<file path="src/rtl/lp_pwm_pkg.sv">
package lp_pwm_pkg;
    localparam int ADDR_W = 3;
    localparam int DATA_W = 16;
    localparam int EXP_W  = 3;

    localparam logic [ADDR_W-1:0] A_CTRL   = 3'd0;
    localparam logic [ADDR_W-1:0] A_CFG    = 3'd1;
    localparam logic [ADDR_W-1:0] A_RELOAD = 3'd2;
    localparam logic [ADDR_W-1:0] A_CMP    = 3'd3;
    localparam logic [ADDR_W-1:0] A_STAT   = 3'd4;
    localparam logic [ADDR_W-1:0] A_CLR    = 3'd5;

    typedef enum logic [1:0] {ST_OFF, ST_ARMED, ST_RUN} run_state_t;
    typedef enum logic [1:0] {HS_IDLE, HS_WAIT1, HS_WAIT2} hs_state_t;
endpackage

</file>
<file path="src/rtl/lp_pwm_prescaler.sv">
module lp_pwm_prescaler #(
    parameter int EXP_W = 3
) (
    input  logic             clk,
    input  logic             rst_n,
    input  logic             run,
    input  logic [EXP_W-1:0] exponent,
    output logic             tick
);
    localparam int DIV_W = (1 << EXP_W) - 1;

    logic [DIV_W-1:0] pcnt;
    logic [DIV_W-1:0] mask;

    always_comb begin
        mask = DIV_W'((32'd1 << exponent) - 32'd1);
        tick = run && ((pcnt & mask) == mask);
    end

    always_ff @(posedge clk or negedge rst_n) begin
        if (!rst_n)   pcnt <= '0;
        else if (run) pcnt <= pcnt + 1'b1;
        else          pcnt <= '0;
    end
endmodule

</file>
<file path="src/rtl/lp_pwm_wsync.sv">
module lp_pwm_wsync
    import lp_pwm_pkg::*;
(
    input  logic clk,
    input  logic rst_n,
    input  logic run,
    input  logic wr,
    input  logic tick,
    output logic done
);
    hs_state_t st, st_nx;

    always_ff @(posedge clk or negedge rst_n) begin
        if (!rst_n) st <= HS_IDLE;
        else        st <= st_nx;
    end

    always_comb begin
        st_nx = st;
        if (!run) st_nx = HS_IDLE;
        else if (wr) st_nx = HS_WAIT1;
        else begin
            unique case (st)
                HS_IDLE:  st_nx = HS_IDLE;
                HS_WAIT1: if (tick) st_nx = HS_WAIT2;
                HS_WAIT2: if (tick) st_nx = HS_IDLE;
                default:  st_nx = HS_IDLE;
            endcase
        end
    end

    always_comb begin
        done = run && !wr && (st == HS_WAIT2) && tick;
    end
endmodule

</file>
<file path="src/rtl/lp_pwm_regs.sv">
module lp_pwm_regs
    import lp_pwm_pkg::*;
#(
    parameter int AW = ADDR_W,
    parameter int DW = DATA_W,
    parameter int EW = EXP_W
) (
    input  logic          clk,
    input  logic          rst_n,
    input  logic [AW-1:0] addr,
    input  logic          wr_en,
    input  logic [DW-1:0] wr_data,
    input  logic          rd_en,
    output logic [DW-1:0] rd_data,
    input  logic          tick,
    output logic          en,
    output logic          start,
    output logic [EW-1:0] exponent,
    output logic          pol,
    output logic [DW-1:0] reload,
    output logic [DW-1:0] compare
);
    localparam int NSYNC = 2;

    logic [NSYNC-1:0] wr_ok;
    logic [NSYNC-1:0] done;
    logic [NSYNC-1:0] flag;

    always_comb begin
        wr_ok[0] = wr_en && (addr == A_RELOAD) && en;
        wr_ok[1] = wr_en && (addr == A_CMP) && en;
    end

    for (genvar g = 0; g < NSYNC; g++) begin : g_sync
        lp_pwm_wsync u_sync (
            .clk  (clk),
            .rst_n(rst_n),
            .run  (en),
            .wr   (wr_ok[g]),
            .tick (tick),
            .done (done[g])
        );

        always_ff @(posedge clk or negedge rst_n) begin
            if (!rst_n)                                    flag[g] <= 1'b0;
            else if (done[g])                              flag[g] <= 1'b1;
            else if (wr_en && addr == A_CLR && wr_data[g]) flag[g] <= 1'b0;
        end
    end

    always_ff @(posedge clk or negedge rst_n) begin
        if (!rst_n) begin
            en       <= 1'b0;
            start    <= 1'b0;
            exponent <= '0;
            pol      <= 1'b0;
            reload   <= '0;
            compare  <= '0;
        end else if (wr_en) begin
            unique case (addr)
                A_CTRL: begin
                    if (!wr_data[0]) begin
                        en    <= 1'b0;
                        start <= 1'b0;
                    end else begin
                        en    <= 1'b1;
                        start <= start | (en & wr_data[1]);
                    end
                end
                A_CFG: if (!en) begin
                    exponent <= wr_data[EW-1:0];
                    pol      <= wr_data[EW];
                end
                A_RELOAD: if (en) reload  <= wr_data;
                A_CMP:    if (en) compare <= wr_data;
                default: ;
            endcase
        end
    end

    always_ff @(posedge clk or negedge rst_n) begin
        if (!rst_n) rd_data <= '0;
        else if (rd_en) begin
            unique case (addr)
                A_CTRL:   rd_data <= DW'({start, en});
                A_CFG:    rd_data <= DW'({pol, exponent});
                A_RELOAD: rd_data <= reload;
                A_CMP:    rd_data <= compare;
                A_STAT:   rd_data <= DW'(flag);
                default:  rd_data <= '0;
            endcase
        end
    end

    assert_cfg_locked_R2: assert property (@(posedge clk) disable iff (!rst_n)
        $past(en) |-> ($stable(exponent) && $stable(pol)));

    assert_reload_ignored_R3: assert property (@(posedge clk) disable iff (!rst_n)
        !en |=> ($stable(reload) && $stable(compare)));

    assert_ok_after_sync_R4: assert property (@(posedge clk) disable iff (!rst_n)
        $rose(flag[0]) |-> $past(done[0]));

    assert_start_needs_en_R12: assert property (@(posedge clk) disable iff (!rst_n)
        start |-> en);
endmodule

</file>
<file path="src/rtl/lp_pwm_core.sv">
module lp_pwm_core
    import lp_pwm_pkg::*;
#(
    parameter int DW = DATA_W
) (
    input  logic          clk,
    input  logic          rst_n,
    input  logic          en,
    input  logic          start,
    input  logic          tick,
    input  logic          pol,
    input  logic [DW-1:0] reload,
    input  logic [DW-1:0] compare,
    output logic          pwm_out
);
    run_state_t st, st_nx;
    logic [DW-1:0] cnt;
    logic [DW-1:0] arr_act;
    logic [DW-1:0] cmp_act;

    always_comb begin
        st_nx = st;
        unique case (st)
            ST_OFF:   if (en) st_nx = ST_ARMED;
            ST_ARMED: if (!en) st_nx = ST_OFF;
                      else if (start) st_nx = ST_RUN;
            ST_RUN:   if (!en) st_nx = ST_OFF;
            default:  st_nx = ST_OFF;
        endcase
    end

    always_ff @(posedge clk or negedge rst_n) begin
        if (!rst_n) st <= ST_OFF;
        else        st <= st_nx;
    end

    always_ff @(posedge clk or negedge rst_n) begin
        if (!rst_n) begin
            cnt     <= '0;
            arr_act <= '0;
            cmp_act <= '0;
        end else if (st == ST_ARMED && st_nx == ST_RUN) begin
            cnt     <= '0;
            arr_act <= reload;
            cmp_act <= compare;
        end else if (st == ST_RUN && en && tick) begin
            if (cnt >= arr_act) begin
                cnt     <= '0;
                arr_act <= reload;
                cmp_act <= compare;
            end else begin
                cnt <= cnt + 1'b1;
            end
        end else if (st_nx == ST_OFF) begin
            cnt <= '0;
        end
    end

    always_comb begin
        pwm_out = pol ^ ((st == ST_RUN) && (cnt > cmp_act));
    end

    assert_idle_inactive_R9: assert property (@(posedge clk) disable iff (!rst_n)
        (st != ST_RUN) |-> (pwm_out == pol));

    assert_cnt_bound_R6: assert property (@(posedge clk) disable iff (!rst_n)
        (st == ST_RUN) |-> (cnt <= arr_act));

    assert_stop_R11: assert property (@(posedge clk) disable iff (!rst_n)
        !en |=> (st == ST_OFF));

    assert_wrap_load_R10: assert property (@(posedge clk) disable iff (!rst_n)
        (st == ST_RUN && $past(st) == ST_RUN && !$stable(arr_act)) |-> (cnt == '0));
endmodule

</file>
<file path="src/rtl/lp_pwm_timer.sv">
module lp_pwm_timer
    import lp_pwm_pkg::*;
#(
    parameter int AW = ADDR_W,
    parameter int DW = DATA_W,
    parameter int EW = EXP_W
) (
    input  logic          clk,
    input  logic          rst_n,
    input  logic [AW-1:0] addr,
    input  logic          wr_en,
    input  logic [DW-1:0] wr_data,
    input  logic          rd_en,
    output logic [DW-1:0] rd_data,
    output logic          pwm_out
);
    logic          tick;
    logic          en;
    logic          start;
    logic [EW-1:0] exponent;
    logic          pol;
    logic [DW-1:0] reload;
    logic [DW-1:0] compare;

    lp_pwm_regs #(.AW(AW), .DW(DW), .EW(EW)) u_regs (
        .clk     (clk),
        .rst_n   (rst_n),
        .addr    (addr),
        .wr_en   (wr_en),
        .wr_data (wr_data),
        .rd_en   (rd_en),
        .rd_data (rd_data),
        .tick    (tick),
        .en      (en),
        .start   (start),
        .exponent(exponent),
        .pol     (pol),
        .reload  (reload),
        .compare (compare)
    );

    lp_pwm_prescaler #(.EXP_W(EW)) u_presc (
        .clk     (clk),
        .rst_n   (rst_n),
        .run     (en),
        .exponent(exponent),
        .tick    (tick)
    );

    lp_pwm_core #(.DW(DW)) u_core (
        .clk    (clk),
        .rst_n  (rst_n),
        .en     (en),
        .start  (start),
        .tick   (tick),
        .pol    (pol),
        .reload (reload),
        .compare(compare),
        .pwm_out(pwm_out)
    );
endmodule

</file>
<file path="config.mk">
export PLATFORM = sky130hd
export DESIGN_NAME = lp_pwm_timer
export DESIGN_NICKNAME = d
export VERILOG_FILES = /design/src/rtl/lp_pwm_pkg.sv /design/src/rtl/lp_pwm_prescaler.sv /design/src/rtl/lp_pwm_wsync.sv /design/src/rtl/lp_pwm_regs.sv /design/src/rtl/lp_pwm_core.sv /design/src/rtl/lp_pwm_timer.sv
export SDC_FILE = /design/constraint.sdc
export NUM_CORES = 1
export LEC_CHECK = 0
export BUFFER_PORTS_ARGS = -buffer_cell sky130_fd_sc_hd__buf_2
export CORE_MARGIN = 2
export CORE_UTILIZATION = 55
export CTS_CLUSTER_DIAMETER = 120
export DETAILED_ROUTE_END_ITERATION = 10
export GPL_TIMING_DRIVEN = 0
export MAX_ROUTING_LAYER = met4
export PLACE_DENSITY = 0.76
export SETUP_SLACK_MARGIN = 0.5
export SLEW_MARGIN = 10
export SYNTH_ARGS = -nofsm -noshare
export SYNTH_HDL_FRONTEND = slang
export SYNTH_SLANG_ARGS = --single-unit
export TNS_END_PERCENT = 10
</file>
<file path="constraint.sdc">
create_clock -name clk -period 2.5 [get_ports clk]
set_clock_uncertainty 0.2 [all_clocks]
set_input_delay 0.25 -clock clk [delete_from_list [all_inputs] [get_ports clk]]
set_output_delay 0.25 -clock clk [all_outputs]
set_load 0.1 [all_outputs]
</file>
==> impl_metrics.csv <==
group,metric,value,unit
routing,route.detailed.vias_per_inst,5.851,
clock_network,cts_tree,"built",
logic_synthesis,syn-cell-area,6062,µm²
logic_synthesis,synthesis.yosys.warnings,0,
logic_synthesis,synth_largest_area_cell,"dfrtp_1",
routing,total_via_count_after_detailed_routing,4546,
placed_design,place.port_buffers,37,
finish,layout-area-overhead-vs-synth,28.52,%
clock_network,numClockSinks,117,
pwr,cellPowerDensity,922.1,nW/µm²
routing,routed_wl,15170,µm
pwr,comb_power_share,30.6,%
floorplan,die_width,109.0,µm
pwr,switchingPower,2.336,mW
grt,first_global_vias,4724,
finish,final_cells,777,
finish,drive_above_1_share,34.85,%
sta,setup_viol_count_final,49,
finish,nNetsFinal,682,
finish,antennaDiodeCount,0,
placed_design,preCtsSetupSlack,-0.2919,ns
floorplan,die_area,11880,µm²
clock_network,path_clk_slew,0.05,ns
outcome,status,"finished with violations",
sta,worst_pin_slew,0.6466,ns
sta,maxClockFrequency,323.6,MHz
clock_network,htreeDepth,4,
logic_synthesis,synth_simple_gate_area_share,11.48,%
setup_path,path_max_fanout,5,
clock_network,clk_root_buffer_cell,"clkbuf_8",
logic_synthesis,synthMostInstantiatedCell,"dfrtp_1",
logic_synthesis,yosys.area_share.xor_xnor,0.8669,%
setup_path,timing.setup.critical_path_class,"flip-flop to output port",
logic_synthesis,synth-main-ff-cell,"dfrtp_1",
routing,detail_route.drc_violations,0,
logic_synthesis,synthesized_area_fraction_occupied_by_ao_oa_aoi_and_oai_cells,9.845,%
logic_synthesis,main_combinational_cell_family_by_area_after_synthesis,"multiplexers",
setup_path,r2r-end,"u_core.cmp_act[10]$_DFFE_PN0P_",
sta,rsz0062_at_grt,"true",
sta,slew_viol_final,0,
finish,fillers,663,
setup_path,start_kind,"flip-flop",
logic_synthesis,synth_async_sr_flop_share,100.0,%
logic_synthesis,syn_area_per_cell,11.46,µm²
hold_path,min-delay-path-class,"input pin to asynchronous set/reset pin",
logic_synthesis,post_synth_num_cell_types,55,
grt,grt_start_max_net_pins,94,
setup_path,setup.worst_path.start,"u_core.cnt[5]$_DFFE_PN0P_",
floorplan,row_count,38,
setup_path,crit_end,"pwm_out",
clock_network,tritoncts.num_buffers,17,
floorplan,floorplan.io_pins,40,
logic_synthesis,synth_top_cells_by_area,"dfrtp_1 48%, mux2_4 7.4%, mux2_2 7.1%",
logic_synthesis,synthAdderAreaFrac,7.018,%
sta,whs,0.01564,ns
logic_synthesis,synth_top_cells_by_count,"117 x dfrtp_1, 52 x inv_1, 38 x mux2_2",
routing,detailedRoute.firstIterationViolations,377,
sta,period_share,123.6,%
routing,avgRoutedWirePerCell,19.52,µm
logic_synthesis,muxShareOfSynthArea,17.67,%
logic_synthesis,synthesis.nets,586,
placed_design,dpl.cell_count,707,
setup_path,timing.reg2reg.worst_path_depth,9,
floorplan,floorplan.die.height,109.0,µm
grt,grt_util_all_layers,27.38,%
sta,hold_viol,0,
sta,relative_slew_margins,56.89,%
placed_design,post-dp-hpwl,9447,µm
pwr,p_int,4.848,mW
logic_synthesis,synth-seq-area-share,48.30,%
pwr,p_leak,3.645,nW
grt,total_congestion_overflow,0,
placed_design,gp_congestion,0.8714,
floorplan,start_util,56.17,%
setup_path,crit_path_end_kind,"output port",
sta,layout_setup_ws,-0.5902,ns
logic_synthesis,edff_count_synth,0,
setup_path,worst_ep_arrival_time,2.64,ns
routing,detail_route.first_pass.iterations,8,
logic_synthesis,syn-instance-count,529,
pwr,p_sw_share,32.51,%
outcome,violations,"setup timing",
setup_path,regToRegSetupSlack,-0.34,ns
floorplan,floorplan.core_area,10790,µm²
setup_path,worst-endpoint-required,2.05,ns
clock_network,cts_buffer_depth,2,
grt,grt_pass1_wl,23870,µm
setup_path,reg2reg_from,"u_core.cnt[7]$_DFFE_PN0P_",
pwr,worst_ir_drop_vdd,546.1,µV
logic_synthesis,synth_top_area_share,48.30,%
clock_network,clk-insertion-delay-late,0.54,ns
pwr,power.share.sequential,37.3,%
finish,postLayoutCoreUtil,72.19,%
pwr,clock_power_share,32.1,%
grt,number_of_antenna_violations_at_the_first_check_in_global_routing,0,
sta,final_period_minus_worst_setup_slack,3.090,ns
pwr,total_power,7.184,mW
routing,detail-route-antenna-nets,0,
logic_synthesis,synth_seq_cells,117,
job,max_cap_violations,0,
## what timing repair did
| action | CTS | global route |
|---|---|---|
| pin swaps | 14 | 18 |
| gates resized for setup | 41 | 33 |
| endpoints found under the hold margin | 161 | 0 |
| cloned | 0 | 1 |
| hold buffers | 21 | 0 |
| setup endpoints to repair | 68 | 68 |
| setup buffers | 10 | 7 |
## how the worst min path moves through the flow
| stage | startpoint | to | slack [ns] | cells after the start |
|---|---|---|---|---|
| floorplan | rst_n | u_core.arr_act[0]$_DFFE_PN0P_ | -0.25 | 0 |
| global placement | u_regs.g_sync[0].u_sync.st[0]$_DFFE_PN0P_ | u_regs.flag[0]$_DFFE_PN0P_ | 0.26 | 1 |
| detailed placement | rst_n | u_core.cmp_act[6]$_DFFE_PN0P_ | -0.07 | 1 |
| CTS | addr[1] | u_regs.start$_DFFE_PN0P_ | 0.004 | 3 |
| global route | rst_n | u_core.cmp_act[4]$_DFFE_PN0P_ | 0.01 | 3 |
| finish | rst_n | u_core.cmp_act[6]$_DFFE_PN0P_ | 0.02 | 3 |
## routing by layer
metal	part of all wire (%)	track usage, %
met1	42	34.45
met2	50	42.81
met3	5.0	7.053
met4	2.5	10.26
met5	0	-
## power groups by stage
stage	Combinational [mW]	Sequential, mW	Clock [mW]
3_5_place_dp	1.74	2.69	0
5_1_grt	2.36	2.73	2.43
6_report	2.20	2.68	2.31
2_1_floorplan	1.17	2.78	0
4_1_cts	1.94	2.66	2.33
3_3_place_gp	1.67	2.66	0
## kinds of logic (layout without fill, tap and decap cells)
logic type               Yosys count  after routing
XOR/XNOR                           6              6
flip-flops                       117            117
AO/OA/AOI/OAI                     85             85
AND/OR/NAND/NOR                  131            131
multiplexers                      86             86
buffers and inverters             70            178
adder cells (fa/ha/maj)           34             34
## cell usage in the layout (no fill, tap or decap), types with 17 or more instances in the layout
master	count
inv_1	51
mux2_4	30
mux2i_1	17
dlygate4sd3_1	20
ha_1	23
nand2_1	34
dfrtp_1	103
mux2_2	38
buf_2	39
nand3_1	19
clkbuf_16	17
## area by class of cell
type / count / area [µm²] / area share (%)
tap: 140 / 175.2 / 2.248
clock inverter: 10 / 105.1 / 1.349
clock buffer: 21 / 459.2 / 5.894
multi-input combinational: 342 / 3142 / 40.32
timing repair buffer: 77 / 625.6 / 8.030
buffer: 18 / 143.9 / 1.847
inverter: 52 / 195.2 / 2.505
sequential: 117 / 2945 / 37.80
## sequential cells by signal, indices dropped and copies added, names as in the netlist, 3 cells and up
register / flops
u_core.arr_act: 16
u_core.cmp_act: 16
u_core.cnt: 16
u_regs.compare: 16
u_regs.rd_data: 16
u_regs.reload: 16
u_presc.pcnt: 7
u_regs.g_sync.u_sync.st: 4
u_regs.exponent: 3
## per-stage QoR
| step | setup TNS (ns) | instance area (µm²) |
|---|---|---|
| after floorplan | -0.1299 | 6092 |
| after global placement | -53.22 | 6452 |
| after detailed placement | -10.30 | 6486 |
| after CTS | -6.823 | 7518 |
| after global routing | -15.15 | 7791 |
| final | -12.12 | 7791 |
## critical path, stage by stage (launching register included)
cell,delay (ns)
dfrtp_2,0.47
ha_4,0.30
a21oi_2,0.05
o21a_1,0.18
nor2b_1,0.13
a221o_1,0.31
a21oi_2,0.26
xor2_4,0.21
buf_12,0.19
(Power assumes the default switching activity.)
